[config.mk]
export PLATFORM = sky130hd
export DESIGN_NAME = qdma_top
export DESIGN_NICKNAME = d
export VERILOG_FILES = /design/src/rtl/qdma_pkg.sv /design/src/rtl/qdma_regs.sv /design/src/rtl/qdma_seq.sv /design/src/rtl/qdma_path.sv /design/src/rtl/qdma_top.sv
export SDC_FILE = /design/constraint.sdc
export NUM_CORES = 1
export LEC_CHECK = 0
export ABC_AREA = 1
export BUFFER_PORTS_ARGS = -buffer_cell sky130_fd_sc_hd__clkbuf_2
export CAP_MARGIN = 15
export CORE_ASPECT_RATIO = 1.75
export CORE_MARGIN = 8
export CORE_UTILIZATION = 48
export CTS_CLUSTER_SIZE = 10
export DETAILED_ROUTE_END_ITERATION = 16
export PLACE_DENSITY = 0.81
export SLEW_MARGIN = 0
export SYNTH_ARGS = -nofsm -noshare
export SYNTH_HDL_FRONTEND = slang
export SYNTH_HIERARCHICAL = 1
export SYNTH_SLANG_ARGS = --single-unit
[constraint.sdc]
create_clock -name clk -period 1.52 [get_ports clk]
set_input_delay 0.304 -clock clk [delete_from_list [all_inputs] [get_ports clk]]
set_output_delay 0.304 -clock clk [all_outputs]
set_load 0.01 [all_outputs]
[src/rtl/qdma_pkg.sv]
package qdma_pkg;

    typedef enum logic [2:0] {
        ST_IDLE,
        ST_RD,
        ST_WR,
        ST_STEP,
        ST_DONE
    } qdma_state_t;

    localparam int SLOT_CTRL = 0;
    localparam int SLOT_QWC  = 1;
    localparam int SLOT_SRC  = 2;
    localparam int SLOT_DST  = 3;
    localparam int SLOT_STAT = 4;

    localparam int START_BIT = 8;
    localparam int QW_BYTES  = 16;

endpackage

[src/rtl/qdma_regs.sv]
module qdma_regs
    import qdma_pkg::*;
#(
    parameter int ADDR_W = 32,
    parameter int QWC_W  = 16,
    parameter int CPU_AW = 8,
    parameter int CPU_DW = 32,
    parameter int CH_BIT = 2
) (
    input  logic              clk,
    input  logic              rst_n,
    input  logic              cpu_we,
    input  logic [CPU_AW-1:0] cpu_addr,
    input  logic [CPU_DW-1:0] cpu_wdata,
    output logic [CPU_DW-1:0] cpu_rdata,
    input  logic              busy,
    input  logic              beat_done,
    input  logic              finish,
    output logic              launch,
    output logic              stop_wr,
    output logic              start_bit,
    output logic [QWC_W-1:0]  qwc,
    output logic [ADDR_W-1:0] src_addr,
    output logic [ADDR_W-1:0] dst_addr,
    output logic              irq
);

    localparam int SLOT_W = CPU_AW - 4;
    localparam logic [ADDR_W-1:0] ADDR_STEP = ADDR_W'(QW_BYTES);

    logic [CPU_DW-1:0] ctrl_q;
    logic              stat_q;
    logic [SLOT_W-1:0] slot;
    logic              aligned;
    logic              hit_ctrl, hit_qwc, hit_src, hit_dst, hit_stat;

    assign slot     = cpu_addr[CPU_AW-1:4];
    assign aligned  = (cpu_addr[3:0] == 4'd0);
    assign hit_ctrl = cpu_we && aligned && (slot == SLOT_W'(SLOT_CTRL));
    assign hit_qwc  = cpu_we && aligned && (slot == SLOT_W'(SLOT_QWC));
    assign hit_src  = cpu_we && aligned && (slot == SLOT_W'(SLOT_SRC));
    assign hit_dst  = cpu_we && aligned && (slot == SLOT_W'(SLOT_DST));
    assign hit_stat = cpu_we && aligned && (slot == SLOT_W'(SLOT_STAT));

    assign launch    = hit_ctrl && cpu_wdata[START_BIT] && !busy;
    assign stop_wr   = hit_ctrl && !cpu_wdata[START_BIT] && busy;
    assign start_bit = ctrl_q[START_BIT];
    assign irq       = stat_q;

    // Control register: free-form bits are taken only while idle.
    always_ff @(posedge clk) begin
        if (!rst_n) begin
            ctrl_q <= '0;
        end else if (finish) begin
            ctrl_q[START_BIT] <= 1'b0;
        end else if (hit_ctrl) begin
            if (!busy) begin
                ctrl_q <= cpu_wdata;
            end else if (!cpu_wdata[START_BIT]) begin
                ctrl_q[START_BIT] <= 1'b0;
            end
        end
    end

    always_ff @(posedge clk) begin
        if (!rst_n) begin
            qwc <= '0;
        end else if (finish) begin
            qwc <= '0;
        end else if (beat_done) begin
            qwc <= qwc - QWC_W'(1);
        end else if (hit_qwc && !busy) begin
            qwc <= cpu_wdata[QWC_W-1:0];
        end
    end

    always_ff @(posedge clk) begin
        if (!rst_n) begin
            src_addr <= '0;
            dst_addr <= '0;
        end else if (beat_done) begin
            src_addr <= src_addr + ADDR_STEP;
            dst_addr <= dst_addr + ADDR_STEP;
        end else begin
            if (hit_src && !busy) begin
                src_addr <= cpu_wdata[ADDR_W-1:0];
            end
            if (hit_dst && !busy) begin
                dst_addr <= cpu_wdata[ADDR_W-1:0];
            end
        end
    end

    always_ff @(posedge clk) begin
        if (!rst_n) begin
            stat_q <= 1'b0;
        end else if (finish) begin
            stat_q <= 1'b1;
        end else if (hit_stat && cpu_wdata[CH_BIT]) begin
            stat_q <= 1'b0;
        end
    end

    always_comb begin
        cpu_rdata = '0;
        if (aligned) begin
            unique case (slot)
                SLOT_W'(SLOT_CTRL): cpu_rdata = ctrl_q;
                SLOT_W'(SLOT_QWC):  cpu_rdata = CPU_DW'(qwc);
                SLOT_W'(SLOT_SRC):  cpu_rdata = CPU_DW'(src_addr);
                SLOT_W'(SLOT_DST):  cpu_rdata = CPU_DW'(dst_addr);
                SLOT_W'(SLOT_STAT): cpu_rdata[CH_BIT] = stat_q;
                default:            cpu_rdata = '0;
            endcase
        end
    end

endmodule

[src/rtl/qdma_seq.sv]
module qdma_seq
    import qdma_pkg::*;
#(
    parameter int QWC_W = 16
) (
    input  logic             clk,
    input  logic             rst_n,
    input  logic             launch,
    input  logic             stop_wr,
    input  logic [QWC_W-1:0] qwc,
    input  logic             mem_ack,
    output qdma_state_t      state,
    output logic             busy,
    output logic             mem_req,
    output logic             mem_we,
    output logic             rd_take,
    output logic             beat_done,
    output logic             finish
);

    qdma_state_t state_d;
    logic        stop_pend;
    logic        stop_now;
    logic        qwc_zero;
    logic        qwc_last;

    assign qwc_zero = (qwc == '0);
    assign qwc_last = (qwc == QWC_W'(1));
    assign stop_now = stop_pend || stop_wr;

    // State register.
    always_ff @(posedge clk) begin
        if (!rst_n) begin
            state <= ST_IDLE;
        end else begin
            state <= state_d;
        end
    end

    // Stop requests are held until the beat in flight reaches the step state.
    always_ff @(posedge clk) begin
        if (!rst_n) begin
            stop_pend <= 1'b0;
        end else if (state == ST_RD || state == ST_WR) begin
            stop_pend <= stop_pend || stop_wr;
        end else begin
            stop_pend <= 1'b0;
        end
    end

    // Next-state logic.
    always_comb begin
        state_d = state;
        unique case (state)
            ST_IDLE: begin
                if (launch) begin
                    state_d = qwc_zero ? ST_DONE : ST_RD;
                end
            end
            ST_RD: begin
                if (mem_ack) begin
                    state_d = ST_WR;
                end
            end
            ST_WR: begin
                if (mem_ack) begin
                    state_d = ST_STEP;
                end
            end
            ST_STEP: begin
                if (stop_now) begin
                    state_d = ST_IDLE;
                end else if (qwc_last) begin
                    state_d = ST_DONE;
                end else begin
                    state_d = ST_RD;
                end
            end
            ST_DONE: state_d = ST_IDLE;
            default: state_d = ST_IDLE;
        endcase
    end

    // Outputs decoded from the current state.
    always_comb begin
        busy      = 1'b1;
        mem_req   = 1'b0;
        mem_we    = 1'b0;
        rd_take   = 1'b0;
        beat_done = 1'b0;
        finish    = 1'b0;
        unique case (state)
            ST_IDLE: busy = 1'b0;
            ST_RD: begin
                mem_req = 1'b1;
                rd_take = mem_ack;
            end
            ST_WR: begin
                mem_req = 1'b1;
                mem_we  = 1'b1;
            end
            ST_STEP: beat_done = 1'b1;
            ST_DONE: finish    = 1'b1;
            default: busy      = 1'b0;
        endcase
    end

endmodule

[src/rtl/qdma_path.sv]
module qdma_path #(
    parameter int              ADDR_W   = 32,
    parameter int              DATA_W   = 128,
    parameter logic [ADDR_W-1:0] TGT_BASE = 32'h5000_0000
) (
    input  logic              clk,
    input  logic              rst_n,
    input  logic              mem_we,
    input  logic              rd_take,
    input  logic [ADDR_W-1:0] src_addr,
    input  logic [ADDR_W-1:0] dst_addr,
    input  logic [DATA_W-1:0] mem_rdata,
    output logic [ADDR_W-1:0] mem_addr,
    output logic [DATA_W-1:0] mem_wdata
);

    logic [DATA_W-1:0] beat_q;

    // Holds the quadword between the read beat and the write beat.
    always_ff @(posedge clk) begin
        if (!rst_n) begin
            beat_q <= '0;
        end else if (rd_take) begin
            beat_q <= mem_rdata;
        end
    end

    assign mem_addr  = mem_we ? (dst_addr + TGT_BASE) : src_addr;
    assign mem_wdata = beat_q;

endmodule

[src/rtl/qdma_top.sv]
module qdma_top
    import qdma_pkg::*;
#(
    parameter int                ADDR_W   = 32,
    parameter int                DATA_W   = 128,
    parameter int                QWC_W    = 16,
    parameter int                CPU_AW   = 8,
    parameter int                CPU_DW   = 32,
    parameter int                CH_BIT   = 2,
    parameter logic [ADDR_W-1:0] TGT_BASE = 32'h5000_0000
) (
    input  logic              clk,
    input  logic              rst_n,
    input  logic              cpu_we,
    input  logic [CPU_AW-1:0] cpu_addr,
    input  logic [CPU_DW-1:0] cpu_wdata,
    output logic [CPU_DW-1:0] cpu_rdata,
    output logic              mem_req,
    output logic              mem_we,
    output logic [ADDR_W-1:0] mem_addr,
    output logic [DATA_W-1:0] mem_wdata,
    input  logic [DATA_W-1:0] mem_rdata,
    input  logic              mem_ack,
    output logic              done_pulse,
    output logic              dma_irq
);

    qdma_state_t       state;
    logic              busy, launch, stop_wr, start_bit;
    logic              rd_take, beat_done, finish;
    logic [QWC_W-1:0]  qwc;
    logic [ADDR_W-1:0] src_addr, dst_addr;

    qdma_regs #(
        .ADDR_W (ADDR_W),
        .QWC_W  (QWC_W),
        .CPU_AW (CPU_AW),
        .CPU_DW (CPU_DW),
        .CH_BIT (CH_BIT)
    ) u_regs (
        .clk       (clk),
        .rst_n     (rst_n),
        .cpu_we    (cpu_we),
        .cpu_addr  (cpu_addr),
        .cpu_wdata (cpu_wdata),
        .cpu_rdata (cpu_rdata),
        .busy      (busy),
        .beat_done (beat_done),
        .finish    (finish),
        .launch    (launch),
        .stop_wr   (stop_wr),
        .start_bit (start_bit),
        .qwc       (qwc),
        .src_addr  (src_addr),
        .dst_addr  (dst_addr),
        .irq       (dma_irq)
    );

    qdma_seq #(
        .QWC_W (QWC_W)
    ) u_seq (
        .clk       (clk),
        .rst_n     (rst_n),
        .launch    (launch),
        .stop_wr   (stop_wr),
        .qwc       (qwc),
        .mem_ack   (mem_ack),
        .state     (state),
        .busy      (busy),
        .mem_req   (mem_req),
        .mem_we    (mem_we),
        .rd_take   (rd_take),
        .beat_done (beat_done),
        .finish    (finish)
    );

    qdma_path #(
        .ADDR_W   (ADDR_W),
        .DATA_W   (DATA_W),
        .TGT_BASE (TGT_BASE)
    ) u_path (
        .clk       (clk),
        .rst_n     (rst_n),
        .mem_we    (mem_we),
        .rd_take   (rd_take),
        .src_addr  (src_addr),
        .dst_addr  (dst_addr),
        .mem_rdata (mem_rdata),
        .mem_addr  (mem_addr),
        .mem_wdata (mem_wdata)
    );

    assign done_pulse = finish;

endmodule

==> metrics.md, run 1 <==
| Metric | Value |
|---|---|
| Largest net degree at the start of global routing | 96 |
| Ys flop type | dfxtp_1 |
| Root Buffer | clkbuf_16 |
| DPL Wire Length | approximately 50 mm |
| GRT Residual Overflow | slightly below 700 |
| Status | did not finish |
| CTS H-Tree Depth | 1 |
| Synthesized area | between 10000 and 15000 sq um |
| GR repair worst EP | mem_addr[28] |
| Syn avg cell area | ~6.5 sq um |
| Last stage | global routing |
| Rows | 78 |
| Post-synth net total | around 2100 |
| Flops & latches, synth | 245 |
| Yosys warns | 6 |
| Sequential fraction of the synthesis area | between 30% and 40% |
| RD Place Congestion | around 1.1 |
| Mapped Cells | 1928 |
| Post-synth EDFFs | 0 |
| CTS Buf Count | 29 |
| Place WS | -0.4039 ns |
| Clock Path Buffers | 3 |
| GRT Total Usage | between 80% and 90% |
| Err | [ERROR GRT-0232] Routing congestion too high. Check the congestion heatmap in the GUI. |
| Port bufs | around 370 |
| DIE HEIGHT | between 200 and 250 microns |
| Synth unique cells | 54 |
| Die width | 138.6 microns |
| Share of flip-flops with an asynchronous set or reset | 0% |
| Initial core utilization | roughly half |
| I/O Pins | 368 |
| WEP type | top-level output |
| Clk sink count | ~250 |
[repair_timing]
| action | CTS |
|---|---|
| endpoints found under the hold margin | 102 |
| cloned | 14 |
| gates resized for setup | 457 |
| setup buffers | 77 |
| endpoints found under the setup margin | 302 |
| pin swaps | 102 |
| hold buffers | 102 |
[cell usage after synthesis, types with 3 or more instances]
master | n | area share (%)
nor2_1 | 459 | 14
inv_1 | 135 | 4.0
buf_1 | 7 | 0.21
clkbuf_1 | 30 | 0.89
inv_2 | 11 | 0.33
buf_4 | 9 | 0.54
o21ai_1 | 27 | 1.1
nor2_4 | 7 | 0.62
nor2_2 | 17 | 0.84
nand4_1 | 7 | 0.35
buf_6 | 15 | 1.3
buf_2 | 28 | 1.1
a211oi_2 | 3 | 0.30
dfxtp_1 | 245 | 39
clkbuf_2 | 11 | 0.44
clkinv_1 | 3 | 0.089
o211ai_1 | 13 | 0.77
nor3_1 | 4 | 0.16
a221oi_1 | 8 | 0.56
ha_1 | 4 | 0.40
o22ai_1 | 9 | 0.45
o221ai_1 | 10 | 0.69
o21ai_0 | 215 | 8.5
a21oi_1 | 81 | 3.2
xor2_1 | 11 | 0.76
a31oi_1 | 8 | 0.40
nand3_1 | 108 | 4.3
nand2_2 | 5 | 0.25
a41oi_1 | 5 | 0.35
nand2_1 | 398 | 12
nand3b_1 | 6 | 0.36
[cell families after synthesis]
family                   Yosys count  synth area share [%]
AO/OA/AOI/OAI                    391                 17.13
XOR/XNOR                          13                0.9022
adder cells (fa/ha/maj)            4                0.3966
buffers and inverters            253                 9.250
flip-flops                       245                 38.87
AND/OR/NAND/NOR                 1022                 33.45
[metrics by stage]
step                      area, sq um  cells  utilization (%)
after floorplan                 12890   1928                -
after global placement          17100   2813            66.11
after detailed placement        17100   2813            66.11
after CTS                       21290   3038            82.33
[routing by layer]
layer | GRT overflow | track usage [%]
met4 | 183 | 87.72
met1 | 3 | 75.25
met2 | 476 | 100.4
met3 | 9 | 68.22
met5 | 3 | 29.94
==> inputs of run 2 (changes only) <==
- CORE_ASPECT_RATIO: 1.75 -> default
- CORE_UTILIZATION: 48 -> 40
- CTS_CLUSTER_SIZE: 10 -> default
- PLACE_DENSITY: 0.81 -> default
- PLACE_DENSITY_LB_ADDON: default -> 0.15
- clock period: 1.52 -> 1.98 ns (I/O delays scaled with it)
==> run 2 against run 1 <==
  * The flow now finishes, with violations (negative setup slack)
  * Synthesized area unchanged
  * Synthesized cell count unchanged
==> metrics.md, run 2 <==
| Metric | Value |
|---|---|
| Status | complete, but fails checks (was did not finish) |
| Violated checks | negative setup slack |
| TNS Setup | -5.912 ns |
| Hold WS | 0.06250 ns |
| Post-synth net total | 2104 (unchanged) |
| Critical Path Start | u_seq/state[1] |
| Sw Ratio | a little under a quarter |
| Largest net degree at the start of global routing | between 200 and 250 |
| WL/cell | approximately 20 microns |
| Layout Skew | 0.01762 ns |
| Synth area leaders | dfxtp_1, nor2_1, nand2_1 (unchanged) |
| Clk sink count | 245 (unchanged) |
| Post-synth EDFFs | 0 (unchanged) |
| Peak Freq | 461.6 MHz |
| Commonest cells post-synth | nor2_1, nand2_1, dfxtp_1, o21ai_0, inv_1 (unchanged) |
| Vias per Instance | approximately 5.4 |
| Syn avg cell area | 6.545 sq um (unchanged) |
| Synth Area in Compound Gates | 17.13% (unchanged) |
| Die width | 193.6 microns (was 138.6 microns) |
| Clock Path Buffers | 3 (unchanged) |
| Hold crit path type | primary input to flop |
| CTS H-Tree Depth | 1 (unchanged) |
| Cts hold-fix bufs | 0 (was 102) |
| RR Endpoint | u_regs/dst_addr[31] |
| DR pass1 iterations | 8 |
| CP Capture Type | output pin |
| Startpoint class of the critical path | flop |
| Critical path type | flop to output pin |
| Hold path cells | 3 |
| RD Place Congestion | 0.9821 (was 1.110) |
| CTS Buf Count | 28 (was 29) |
| Mapped Cells | 1928 (unchanged) |
| Rows | 65 (was 78) |
| CTS tree | yes |
| Worst EP required | roughly 1.6 ns |
| Final Max Tran Viols | 0 |
| Flops & latches, synth | 245 (unchanged) |
| GRT Residual Overflow | 0 |
| DRC errors left | 0 |
| Ys flop type | dfxtp_1 (unchanged) |
| Rel. slew slack | 38.09% |
| Final setup vio count | 53 |
| FF-to-FF path depth | 11 |
| P_int | roughly 8.6 mW |
| CP Data Arrival Time | 1.77 ns |
| Area leader, netlist | dfxtp_1 (unchanged) |
| Reg2reg setup slack | -0.02 ns |
| Setup ws final | -0.1866 ns |
| Worst setup path endpoint | mem_addr[22] |
| Share of flip-flops with an asynchronous set or reset | 0% (unchanged) |
| Overall power | 11.15 mW |
| Static Leak | roughly 8.5 nW |
| Slew @ Worst Pin | ~0.93 ns |
| GRT Total Usage | 27.92% |
| Placeable core area | about 31000 sq um |
| Minimum clock period | roughly 2.2 ns |
| First-pass GRT wire length | about 84 mm |
| Final hold vios | 0 |
| Count leader, synth | nor2_1 (unchanged) |
| Max reg flops | approximately 130 |
| Worst-Skew Late Latency | between 0.5 and 0.6 ns |
| DPL Wire Length | 38.87 mm (was 49.75 mm) |
| Fillers | about 3100 |
| Max_cap viols | 0 |
| Adder-cell share of the synthesized area | 0.3966% (unchanged) |
| Largest family of logic cells by synthesized area | simple AND/OR/NAND/NOR gates (unchanged) |
| Tcrit/Tclk final | 109.4% |
| Vias in the first global route | ~14000 |
| XOR/XNOR share of the synthesized area | 0.9022% (unchanged) |
| Share of Yosys cell area claimed by the top area cell type | 38.87% (unchanged) |
| Routed WL | ~56 mm |
| Sequential fraction of the synthesis area | 38.87% (unchanged) |
| Layout area overhead | 41.23% |
| Final Cell Area | between 15000 and 20000 sq um |
| Unrepaired setup endpoints after global routing | yes |
| Initial core utilization | 40.30% (was 48.80%) |
| Most frequent cells in the layout | nor2_1, nand2_1, clkbuf_2 |
| DIE HEIGHT | 193.6 microns (was 230.5 microns) |
| I/O Pins | 368 (unchanged) |
| Total number of vias | ~15000 |
| NetSw | between 2 and 3 mW |
| Initial antenna violation count | 1 |
| Synth unique cells | 54 (unchanged) |
| Placed cell areas | 15150 sq um (was 17100 sq um) |
| Die area | 37490 sq um |
| Final net count | 2507 |
| Proportion of synthesized area in mux cells | 0% (unchanged) |
| PwrDens | between 600 and 700 nW/um^2 |
| Yosys warns | 6 (unchanged) |
| Synthesized area | 12620 sq um (unchanged) |
| Flop pwr share | between 40% and 50% |
| Worst R2R Start | u_seq/state[0] |
| Root Buffer | clkbuf_16 (unchanged) |
| Clock share of power | roughly 50% |
| Gate power share | around 5.4% |
| ANT nets after route | 0 |
| Reg clk slew, reported paths | about 0.06 ns |
| Max FO, Critical Path | 8 |
| Port bufs | 367 (unchanged) |
| Worst vdd ir | between 0.6 and 0.7 mV |
| Simple-gate area share of the yosys netlist | 33.45% (unchanged) |
| DR iter-0 viols | approximately 1400 |
| Finished Core Util | ~57% |
| Layout cells sized above 1 | between 30 and 40% |
| Most common cell after layout, fill and taps aside | nor2_1 |
==> run 2: repair_timing <==
| item | in CTS | in global routing |
|---|---|---|
| buffers inserted | 12 | 5 |
| cloned | 12 | 0 |
| pin swaps | 31 | 38 |
| setup endpoints to repair | 65 | 125 |
| resized for setup | 154 | 260 |
==> run 2: kinds of logic after synthesis <==
family,after synthesis
simple gates,1022
compound gates,391
buf+inv,253
flops,245
xor+xnor,13
fa+ha+maj,4
==> run 2: per-stage QoR <==
stage / setup WS (ns) / std cells
floorplan: 0.1411 / 1928
global placement: -0.2026 / 2674
detailed placement: -0.2144 / 2674
CTS: -0.2133 / 2750
global route: -0.2720 / 2755
finish: -0.1866 / 2756
==> run 2: power groups by stage <==
stage                     logic [mW]  registers (mW)  clock network [mW]
after global routing           0.631            4.93                5.91
final                          0.598            4.94                5.62
after global placement         0.478            5.05                   0
after floorplan                0.164            5.05                   0
after detailed placement       0.480            5.05                   0
after CTS                      0.558            4.94                5.70
==> run 2: cell type report <==
type	count	area, sq um	area share [%]
Clock inverter	9	150.1	0.8425
Multi-Input combinational cell	1430	7292	40.92
Clock buffer	43	838.3	4.704
Tap cell	402	503.0	2.822
Inverter	152	618.1	3.468
Timing Repair Buffer	474	3455	19.38
Antenna cell	1	2.502	0.01404
Sequential cell	245	4964	27.85
==> run 2: worst max-delay path: stages, from the launching register on <==
cell      delay [ns]
dfxtp_2         0.32
buf_6           0.11
nand3_2         0.07
inv_2           0.06
buf_6           0.13
inv_12          0.10
buf_16          0.16
nand2_2         0.07
nand2_1         0.07
clkbuf_2        0.12
==> run 2: layer usage <==
layer | wire, microns | GRT usage, % | share of wire (%) | vias to the layer above
li1 | - | - | - | 7058
met1 | 21230 | 33.64 | 38 | 6770
met2 | 26270 | 46.81 | 47 | 815
met3 | 6079 | 7.411 | 11 | 139
met4 | 2245 | 11.17 | 4.0 | 0
met5 | 0 | 0 | 0 | -
==> run 2: worst min-delay path by stage <==
stage                                 to              from
finish              u_path/mem_wdata[49]     mem_rdata[49]
global route        u_path/mem_wdata[64]     mem_rdata[64]
CTS                 u_path/mem_wdata[49]     mem_rdata[49]
detailed placement      u_regs/ctrl_q[6]  u_regs/ctrl_q[6]
global placement        u_regs/ctrl_q[7]  u_regs/ctrl_q[7]
floorplan               u_regs/ctrl_q[6]  u_regs/ctrl_q[6]
Note: power is estimated with default switching activity, not from simulation.
